$ cat config.mk
export PLATFORM = sky130hd
export DESIGN_NAME = uart_thre_irq
export DESIGN_NICKNAME = d
export VERILOG_FILES = /design/src/rtl/uart_thre_pkg.sv /design/src/rtl/uart_tx_level.sv /design/src/rtl/uart_thre_src.sv /design/src/rtl/uart_thre_irq.sv
export SDC_FILE = /design/constraint.sdc
export NUM_CORES = 1
export LEC_CHECK = 0
export BUFFER_PORTS_ARGS = -buffer_cell sky130_fd_sc_hd__buf_2
export CORE_UTILIZATION = 45
export CTS_BUF_LIST = sky130_fd_sc_hd__clkbuf_8 sky130_fd_sc_hd__clkbuf_16
export CTS_CLUSTER_DIAMETER = 80
export DETAILED_ROUTE_END_ITERATION = 7
export GPL_TIMING_DRIVEN = 0
export PLACE_DENSITY = 0.81
export SLEW_MARGIN = 20
export SYNTH_ARGS = -nofsm -noshare
export SYNTH_HDL_FRONTEND = slang
export SYNTH_HIERARCHICAL = 1
export SYNTH_SLANG_ARGS = --single-unit
$ cat constraint.sdc
create_clock -name clk_i -period 3.82 [get_ports clk_i]
set_input_delay 0.573 -clock clk_i [delete_from_list [all_inputs] [get_ports clk_i]]
set_output_delay 0.573 -clock clk_i [all_outputs]
set_load 0.01 [all_outputs]
$ cat src/rtl/uart_thre_pkg.sv
package uart_thre_pkg;
  localparam logic [2:0] A_THR = 3'd0;
  localparam logic [2:0] A_IER = 3'd1;
  localparam logic [2:0] A_IIR = 3'd2;  // read: identification, write: FIFO control
  localparam logic [2:0] A_LSR = 3'd5;
  localparam logic [3:0] IIR_NONE = 4'h1;
  localparam logic [3:0] IIR_THRE = 4'h2;
endpackage

$ cat src/rtl/uart_tx_level.sv
module uart_tx_level #(
  parameter int unsigned DEPTH = 16
) (
  input  logic clk_i,
  input  logic rst_ni,
  input  logic fifo_en_i,
  input  logic flush_i,
  input  logic push_i,
  input  logic pop_i,
  output logic empty_o,
  output logic empty_next_o,
  output logic empty_evt_o
);
  localparam int unsigned CW = $clog2(DEPTH + 1);
  localparam logic [CW-1:0] CAP_FIFO = CW'(DEPTH);
  localparam logic [CW-1:0] CAP_ONE  = CW'(1);

  logic [CW-1:0] cnt_q, cnt_d, cnt_pop, cap;
  logic          pop_ok;

  assign cap     = fifo_en_i ? CAP_FIFO : CAP_ONE;
  assign pop_ok  = pop_i && (cnt_q != '0);
  assign cnt_pop = cnt_q - CW'(pop_ok);

  always_comb begin
    cnt_d = cnt_pop;
    if (flush_i)                      cnt_d = '0;
    else if (push_i && cnt_pop < cap) cnt_d = cnt_pop + CW'(1);
  end

  always_ff @(posedge clk_i or negedge rst_ni)
    if (!rst_ni) cnt_q <= '0;
    else         cnt_q <= cnt_d;

  assign empty_o      = (cnt_q == '0);
  assign empty_next_o = (cnt_d == '0);
  assign empty_evt_o  = !empty_o && empty_next_o;

  // last byte taken with no refill leaves the store empty
  a_r8_drain_to_empty: assert property (@(posedge clk_i) disable iff (!rst_ni)
    (pop_i && cnt_q == CW'(1) && !push_i) |=> empty_o);
  // a push that fits makes the store non-empty
  a_r2_push_fills: assert property (@(posedge clk_i) disable iff (!rst_ni)
    (push_i && !flush_i && empty_o) |=> !empty_o);
endmodule

$ cat src/rtl/uart_thre_src.sv
module uart_thre_src (
  input  logic clk_i,
  input  logic rst_ni,
  input  logic rearm_on_enable_i,
  input  logic ier_thre_i,    // enable bit 1 as it will be after this edge
  input  logic ier_rise_i,
  input  logic ier_off_i,
  input  logic thr_wr_i,
  input  logic iir_rd_i,
  input  logic empty_next_i,
  input  logic empty_evt_i,
  output logic pend_o
);
  logic pend_q, spent_q, set_now, clr_now, ack_now;

  assign ack_now = iir_rd_i && pend_q;
  assign set_now = ier_thre_i &&
                   (empty_evt_i ||
                    (ier_rise_i && empty_next_i && (rearm_on_enable_i || !spent_q)));
  assign clr_now = ack_now || thr_wr_i || ier_off_i;

  always_ff @(posedge clk_i or negedge rst_ni)
    if (!rst_ni) begin
      pend_q  <= 1'b0;
      spent_q <= 1'b0;
    end else begin
      if (set_now)      pend_q <= 1'b1;
      else if (clr_now) pend_q <= 1'b0;
      // spent: acknowledged and not refilled since
      if (thr_wr_i)                 spent_q <= 1'b0;
      else if (ack_now && !set_now) spent_q <= 1'b1;
    end

  assign pend_o = pend_q;

  a_r4_ack_clears: assert property (@(posedge clk_i) disable iff (!rst_ni)
    (iir_rd_i && pend_q && !empty_evt_i && !ier_rise_i) |=> !pend_q);
  a_r6_no_rearm_on_enable: assert property (@(posedge clk_i) disable iff (!rst_ni)
    (!rearm_on_enable_i && spent_q && ier_rise_i && !empty_evt_i && !thr_wr_i) |=> !pend_q);
  a_r7_rearm_on_enable: assert property (@(posedge clk_i) disable iff (!rst_ni)
    (rearm_on_enable_i && ier_rise_i && ier_thre_i && empty_next_i) |=> pend_q);
  a_r11_disable_clears: assert property (@(posedge clk_i) disable iff (!rst_ni)
    ier_off_i |=> !pend_q);
endmodule

$ cat src/rtl/uart_thre_irq.sv
module uart_thre_irq
  import uart_thre_pkg::*;
#(
  parameter int unsigned FIFO_DEPTH = 16
) (
  input  logic       clk_i,
  input  logic       rst_ni,
  input  logic [2:0] addr_i,
  input  logic       rd_i,
  input  logic       wr_i,
  input  logic [7:0] wdata_i,
  output logic [7:0] rdata_o,
  input  logic       tx_take_i,
  input  logic       rearm_on_enable_i,
  output logic       irq_o,
  output logic [3:0] iir_id_o,
  output logic       thre_o
);
  logic [3:0] ier_q, ier_d;
  logic       fifo_en_q, fifo_en_d;
  logic       thr_wr, ier_wr, fcr_wr, iir_rd, flush;
  logic       empty, empty_next, empty_evt, pend;

  assign thr_wr = wr_i && addr_i == A_THR;
  assign ier_wr = wr_i && addr_i == A_IER;
  assign fcr_wr = wr_i && addr_i == A_IIR;
  assign iir_rd = rd_i && addr_i == A_IIR;
  assign flush  = fcr_wr && (wdata_i[2] || wdata_i[0] != fifo_en_q);

  assign ier_d     = ier_wr ? wdata_i[3:0] : ier_q;
  assign fifo_en_d = fcr_wr ? wdata_i[0]   : fifo_en_q;

  always_ff @(posedge clk_i or negedge rst_ni)
    if (!rst_ni) begin
      ier_q     <= '0;
      fifo_en_q <= 1'b0;
    end else begin
      ier_q     <= ier_d;
      fifo_en_q <= fifo_en_d;
    end

  uart_tx_level #(.DEPTH(FIFO_DEPTH)) u_level (
    .clk_i        (clk_i),
    .rst_ni       (rst_ni),
    .fifo_en_i    (fifo_en_q),
    .flush_i      (flush),
    .push_i       (thr_wr),
    .pop_i        (tx_take_i),
    .empty_o      (empty),
    .empty_next_o (empty_next),
    .empty_evt_o  (empty_evt)
  );

  uart_thre_src u_src (
    .clk_i             (clk_i),
    .rst_ni            (rst_ni),
    .rearm_on_enable_i (rearm_on_enable_i),
    .ier_thre_i        (ier_d[1]),
    .ier_rise_i        (ier_wr && !ier_q[1] && wdata_i[1]),
    .ier_off_i         (ier_wr && !wdata_i[1]),
    .thr_wr_i          (thr_wr),
    .iir_rd_i          (iir_rd),
    .empty_next_i      (empty_next),
    .empty_evt_i       (empty_evt),
    .pend_o            (pend)
  );

  assign irq_o    = pend;
  assign iir_id_o = pend ? IIR_THRE : IIR_NONE;
  assign thre_o   = empty;

  always_comb begin
    rdata_o = '0;
    case (addr_i)
      A_IER:   rdata_o = {4'b0, ier_q};
      A_IIR:   rdata_o = {{2{fifo_en_q}}, 2'b00, iir_id_o};
      A_LSR:   rdata_o = {2'b00, empty, 5'b0};
      default: rdata_o = '0;
    endcase
  end

  a_r9_write_clears: assert property (@(posedge clk_i) disable iff (!rst_ni)
    thr_wr |=> !irq_o);
  a_r10_other_read_quiet: assert property (@(posedge clk_i) disable iff (!rst_ni)
    (rd_i && addr_i != A_IIR && !wr_i && !tx_take_i) |=> $stable(irq_o));
  a_r3_irq_needs_enable: assert property (@(posedge clk_i) disable iff (!rst_ni)
    irq_o |-> ier_q[1]);
endmodule

Yosys cells after proc, flatten, opt, wreduce, memory -nomap -nowiden --
Index checks and enable logic that the tools add are counted.
Storage, ports and cells: register bits 12, bits in latches 0, RAM bits 0, bits in read-only memories 0, word-level logic and storage cells 55, memories 0
Cells by class: add/sub/neg operators 2, multipliers 0, div/mod/pow operators 0, magnitude comparators 1, equality and inequality tests 4, shift-type cells 0, mux-type cells 10, bitwise operators 0, reductions and logical operators 32
Operators with widths (count):
- $pmux 8 s3 | 1
- $logic_and 1x1->1 | 16
- $mux 5 | 3
- $logic_not 5->1 | 2
- $add 5x1->5 const B | 1
- $logic_not 1->1 | 5
- $logic_or 1x1->1 | 5
- $lt 5x5->1 | 1
- $reduce_bool 5->1 | 1
- $sub 5x1->5 | 1
- $mux 1 | 4
- $mux 2 | 2
- $reduce_bool 2->1 | 2
- $eq 3x1->1 const B | 1
- $eq 3x2->1 const B | 1
- $eq 3x3->1 const B | 1
- $logic_not 3->1 | 1
- $ne 1x1->1 | 1

Longest topological paths before layout --
depth in word-level cells 16, mapped depth 15

By module --
The synthesis kept the hierarchy.
Modules (own cells, without submodules):
- uart_tx_level | instances 1, cells an instance 51, area an instance 455.4 µm², seq. area each 125.1 µm²
- uart_thre_irq | instances 1, cells an instance 38, area an instance 409.1 µm², seq. area each 125.1 µm²
- uart_thre_src | instances 1, cells an instance 13, area an instance 118.9 µm², seq. area each 50.0 µm²

Least setup slack after synthesis --
No wires, ideal clock.
kind reg2reg, from register u_level.cnt_q[2], to register u_src.spent_q, library setup time 0.118 ns, arrival time 3.773 ns, path slack -0.071 ns, cell stages (with the launch flop) 16, buffers on the path 0, clock period less this slack 3.891 ns, cell sequence dfrtp_1 -> or4_2 -> nor2_1 -> nor2b_1 -> ha_1 -> ha_1 -> nor3b_1 -> xor2_1 -> ha_1 -> nor3b_1 -> nand3_2 -> o21ai_1 -> a21oi_2 -> nor4_1 -> nor3_1 -> a21o_1
Between the ends: elaborated cells between the ends (all ways) 19, those cells by class 2 x add/sub; 1 x order compare; 2 x mux; 14 x reduce/logical
RTL lines:
- start, declared | line uart_tx_level.sv:18 | logic [CW-1:0] cnt_q, cnt_d, cnt_pop, cap;
- start signal, assigned | line uart_tx_level.sv:33 | else cnt_q <= cnt_d;
- $logic_not 5->1 | line uart_tx_level.sv:35 | assign empty_o = (cnt_q == '0);
- via thre_o | line uart_thre_irq.sv:17 | output logic thre_o
- $logic_not 1->1 | line uart_tx_level.sv:37 | assign empty_evt_o = !empty_o && empty_next_o;
- $logic_and 1x1->1 | line uart_tx_level.sv:37
- via empty_evt | line uart_thre_irq.sv:22 | logic empty, empty_next, empty_evt, pend;
- $logic_or 1x1->1 | line uart_thre_src.sv:18 | (empty_evt_i ||
- $logic_and 1x1->1 | line uart_thre_src.sv:17 | assign set_now = ier_thre_i &&
- $logic_not 1->1 | line uart_thre_src.sv:31 | else if (ack_now && !set_now) spent_q <= 1'b1;
- $logic_and 1x1->1 | line uart_thre_src.sv:31
- $reduce_bool 2->1 (no source line)
- end signal, assigned | line uart_thre_src.sv:25 | spent_q <= 1'b0;
- end signal, assigned | line uart_thre_src.sv:30 | if (thr_wr_i) spent_q <= 1'b0;
- end signal, assigned | line uart_thre_src.sv:31
- end, declared | line uart_thre_src.sv:14 | logic pend_q, spent_q, set_now, clr_now, ack_now;
The timed path passes the listed nets, and every way through them passes these cells. A chain may end at the register's enable or synchronous reset.

Final worst setup path --
from register u_level.cnt_q[3], to register u_src.pend_q (netlist: u_src/pend_o)
Between the ends: cells in the longest elaborated chain, start to end 13, elaborated cells between the ends (all ways) 18, those cells by class 2 x add/sub; 1 x order compare; 3 x mux; 12 x reduce/logical
Ends and longest elaborated chain:
- $reduce_bool 5->1 | line uart_tx_level.sv:22 | assign pop_ok = pop_i && (cnt_q != '0);
- $logic_and 1x1->1 | line uart_tx_level.sv:22
- $sub 5x1->5 (*) | line uart_tx_level.sv:23 | assign cnt_pop = cnt_q - CW'(pop_ok);
- $lt 5x5->1 | line uart_tx_level.sv:28 | else if (push_i && cnt_pop < cap) cnt_d = cnt_pop + CW'(1);
- $logic_and 1x1->1 | line uart_tx_level.sv:28
- $mux 5 (*) | line uart_tx_level.sv:28
- $mux 5 (*) | line uart_tx_level.sv:27 | if (flush_i) cnt_d = '0;
- via u_level.cnt_d[4] | line uart_tx_level.sv:18
- $logic_not 5->1 (*) | line uart_tx_level.sv:36 | assign empty_next_o = (cnt_d == '0);
- via empty_next | line uart_thre_irq.sv:22
- $logic_and 1x1->1 (2 in series) | line uart_thre_src.sv:19 | (ier_rise_i && empty_next_i && (rearm_on_enable_i || !spent_q)));
- $logic_or 1x1->1 (*) | line uart_thre_src.sv:18
- $logic_and 1x1->1 (*) | line uart_thre_src.sv:17
- $mux 1 / $reduce_bool 2->1 (equally long branches)
- end signal, assigned | line uart_thre_src.sv:24 | pend_q <= 1'b0;
- end signal, assigned | line uart_thre_src.sv:27 | if (set_now) pend_q <= 1'b1;
- end signal, assigned | line uart_thre_src.sv:28 | else if (clr_now) pend_q <= 1'b0;
- end, declared | line uart_thre_src.sv:14
The timed path passes the listed nets; every way through them passes the cells marked *.

==> results by stage <==
Critical path:
- The most critical setup path has its startpoint at u_level/cnt_q[3]$_DFF_PN0_.
- The slack of the worst reg-to-reg path is ~0.16 ns.
- The biggest fanout along the worst timing path is 3.
- The kind of start point of the critical path is a register.
- The worst path arrival time is 3.78 ns.
- The worst register-to-register path has a depth of 15.
- The data required time at the worst endpoint is 3.95 ns.
- In this design, the stage delay of the slowest critical-path cell is between 0.5 and 0.6 ns.
- The worst setup path is captured at a register.
- The most numerous cell type found on the critical path is ha_1.
- Walking the worst path, the cells encountered are or4_4 > nor2_4 > nor2b_1 > ha_1 > ha_2 > nor3b_1 > xor2_1 > ha_1 > nor3b_4 > nand3_2 > or3_4 > a21oi_4 > nor3_2 > o211ai_1 > o21ai_1.
- In this run the worst setup path terminates at u_src/pend_o$_DFFE_PN0P_.
- The endpoint of the worst-slack reg-to-reg timing path is u_src/pend_o$_DFFE_PN0P_.
- The startpoint identified for the worst register-to-register timing path is u_level/cnt_q[3]$_DFF_PN0_.
- By startpoint and endpoint, the worst setup path is classified as reg -> reg.
- The slowest cell on the critical path is or4_4.

Logic synthesis:
- The total of flip-flops plus latches after synthesis is 12.
- The cell count after synthesis is just over 100.
- Each instance of the synthesized netlist takes up on average ~9.6 sq um.
- Sequential cells were found to cover between 30% and 40% of the synthesized design area.
- In this run, synthesis inferred 0 flip-flops with an integrated enable.
- The fraction of the mapped netlist area in adder cells is around 5.1%.
- For this run, the leading register cell type out of synthesis is dfrtp_1.
- Summing every instance area after synthesis gives 983 sq um.
- The main combinational cell family by area after synthesis is simple AND/OR/NAND/NOR gates.
- The parity-gate share of the synthesized area counting xor and xnor cells is 7.00%.
- In this run, distinct cell masters in the synthesized netlist total 48.
- The total number of yosys warnings is 6.
- The portion of synthesized area spent on multiplexers is between 7 and 8%.
- The simple-gate share of the synthesized area is 29.5%.
- The synthesized netlist devotes 12.1% of its cell area to compound gates.
- In the synthesized netlist the async set-or-reset flop fraction comes to 100%.

CTS:
- The CTS root buffer is clkbuf_8.
- Clock-pin slew was measured on the worst setup and hold paths at 0.05 ns.
- The clock net in this run drives a total of 12 sinks.
- The number of buffers inserted during clock tree synthesis is 3.
- TritonCTS built the clock tree.
- The total number of H-tree levels is 1.
- Hold repair after CTS inserted 0 buffers.
- The worst-case clock buffer depth is 2.
- The clock network latency to the later pin of the worst-skew pair is between 0.2 and 0.25 ns.

Floorplan:
- The initial standard-cell utilization of the core is between 40% and 50%.
- The core region is 2000 sq um.
- The die is between 40 and 50 um tall.
- For this design the top-level I/O count stands at 31.
- The count of standard-cell rows is 16.
- The floorplan step defined a die boundary enclosing between 2000 and 2500 sq um.
- From left edge to right edge, the die measures 48.8 um.

Global route:
- The initial antenna violation count came to 0.
- The number of global-route vias before repair was between 800 and 900.
- The wire length of the first global-routing pass is 4030 um.
- The global-route usage over all layers is a little under a quarter.
- The largest net degree at the start of global routing is 13.
- The aggregate global routing overflow is 0.

STA:
- After layout, the worst path uses a little over nine tenths of the clock period.
- Subtracting the final worst setup slack from the clock period gives 3.66 ns.
- The setup clock skew after layout is 0.00267 ns.
- The count of endpoints failing hold in the final timing report is 0.
- The fmax is ~270 MHz.
- The tightest hold margin is roughly 0.2 ns.
- The slew at the pin closest to its max-slew limit is ~0.63 ns.
- Headroom to the max-slew limit came out at between 50 and 60%.
- The final-report setup violation count is 0.
- Setup repair after global routing left no endpoint under its margin.
- The number of max-slew violations in the final report is 0.

Final layout:
- Of the cells placed in the final design, the portion with a size suffix greater than 1 is 46.8%.
- After filler insertion, the fill cell instance count of the layout stands at between 150 and 200.
- Registers take 302 sq um.
- Compared with the post-synthesis result, the final layout area differs by 35.6%.
- The share of the core filled with cells is roughly 67%.
- The multi-input gate area in the final layout is ~700 sq um.
- For this run, the post-layout net count is ~160.
- The final antenna diode count is 0.
- The final non-filler cell area is 1330 sq um.

Routing:
- Summed over all layers, the routed wires come to ~2500 um.
- The detail-routed via count per cell is 5.42.
- The detailed-routed wire length on met3 is approximately 170 um.
- The routed length on met1 is between 900 and 1000 um.
- The post-detailed-route wirelength per cell is approximately 15 um.
- The DRC violation total after the first TritonRoute iteration is 22.
- After detailed routing, the number of remaining DRC violations is 0.
- The post-detailed-route count of antenna-violating nets is 0.
- The detailed router used layers up to and including met4.
- After detailed routing, the met2 layer carries around 1400 um of wire.
- The first-pass iteration count of the detailed router is 4.
- Summing over every cut layer, the via total after detailed routing is 899.

Place:
- The post-DP HPWL is 1720 um.
- The final weighted congestion in routability-driven placement is just over 0.8.
- Port buffering added 23 buffers.
- In this run the cell area measured after placement is about 1100 sq um.

Pwr:
- In this run switching power makes up 43.4% of total power.
- Power spread over the standard cell area amounts to 694 nW/um^2.
- The logic gate share of total power is between 60% and 70%.
- The overall power is 926 uW.
- The share of total power dissipated in the clock network is 15.0%.
- Summed over all nets, the switching power comes to between 400 and 500 uW.
- The internal portion of total power is approximately 520 uW.
- The static leakage is 0.633 nW.
- The peak supply drop is about 0.00038 V.
- The sequential share of power is 23.7%.

Run status:
- The run finished with clean final reports.

Flow run:
- The reported max-cap violation count is 0.

Worst hold path:
- The class of the tightest hold or removal check is in -> async.
[cell usage after synthesis, drive strengths merged, types with 3 or more instances]
cell | n | area, sq um
dfrtp | 12 | 300
inv | 10 | 37.5
buf | 6 | 42.5
a21oi | 5 | 28.8
mux2 | 5 | 71.3
nor2 | 5 | 18.8
ha | 4 | 50.1
nor3b | 4 | 40.0
o21ai | 4 | 20.0
xnor2 | 4 | 42.6
and3 | 3 | 18.8
nand3b | 3 | 22.5
xor2 | 3 | 26.3
[cells by family after synthesis]
kind of cell / after synthesis
multiplexers: 5
other: 1
flip-flops: 12
AND/OR/NAND/NOR: 39
buffers and inverters: 16
AO/OA/AOI/OAI: 18
adder cells (fa/ha/maj): 4
XOR/XNOR: 7
[repair_timing]
| item | CTS | global route |
|---|---|---|
| setup endpoints to repair | 2 | 2 |
| resized for setup | 7 | 8 |
| hold endpoints to repair | 0 | 0 |
| pin swaps | 8 | 6 |
| setup buffers | 7 | 1 |
| gates cloned | 0 | 0 |
[cell usage in the layout, fill, tap and decap left out, drive strengths merged, types with 2 or more instances in the layout]
cell and instances:
or3b 2, nor3b 4, and2 2, o21ai 4, dfrtp 12, nand3 2, nor3 2, clkbuf 4
nand3b 3, nor2b 2, and4bb 2, mux2 5, nor2 5, ha 4, xnor2 4, nor4 2
conb 3, a21oi 5, xor2 3, and3 3, nor4b 2, inv 10, buf 37
[layer usage]
layer	GRT usage, %	up-vias
met5	0	-
met4	4.90	0
met3	6.60	4
met2	41.0	36
met1	26.2	425
li1	-	434
[registers in the layout, indices dropped and copies added, names as in the netlist]
register and cells:
u_src/spent_q 1, u_level/cnt_q 5, ier_q 4, u_src/pend_o 1, fifo_en_q 1
[critical path, delay by kind of cell, from the launching register on]
kind	cells	cell delay [ns]
fa+ha+maj	3	0.72
xor+xnor	1	0.26
simple gates	8	1.72
flops	1	0.38
compound gates	3	0.45
[worst min path at each step]
stage / startpoint / to / slack, ns
after floorplan: rst_ni / fifo_en_q$_DFFE_PN0P_ / 0.28
after global placement: rst_ni / ier_q[1]$_DFF_PN0_ / 0.45
after detailed placement: rst_ni / ier_q[1]$_DFF_PN0_ / 0.46
after CTS: rst_ni / ier_q[1]$_DFF_PN0_ / 0.20
after global routing: rst_ni / u_level/cnt_q[3]$_DFF_PN0_ / 0.21
final: rst_ni / ier_q[1]$_DFF_PN0_ / 0.20
[per-stage QoR]
step / cells / setup WS, ns / TNS (ns)
6_report: 166 / 0.165 / 0
5_1_grt: 166 / 0.000433 / 0
3_3_place_gp: 154 / -0.202 / -0.293
2_1_floorplan: 104 / 0.0607 / 0
4_1_cts: 165 / 0.0295 / 0
3_5_place_dp: 154 / -0.385 / -0.660
[layout make-up]
cell class                 count  share of cell area, %
buffer                         6                   3.19
tap                           27                   2.53
sequential                    12                   22.6
inverter                      10                   2.81
clock buffer                   4                   4.13
multi-input combinational     76                   51.6
timing repair buffer          31                   13.1
[power groups by stage]
stage                     clock network [mW]  logic (mW)  registers [mW]
after floorplan                            0       0.327           0.215
after global placement                     0       0.410           0.222
after detailed placement                   0       0.429           0.224
after CTS                              0.143       0.509           0.214
after global routing                   0.150       0.611           0.226
final                                  0.139       0.568           0.219
Power figures use the tool's default switching activity.
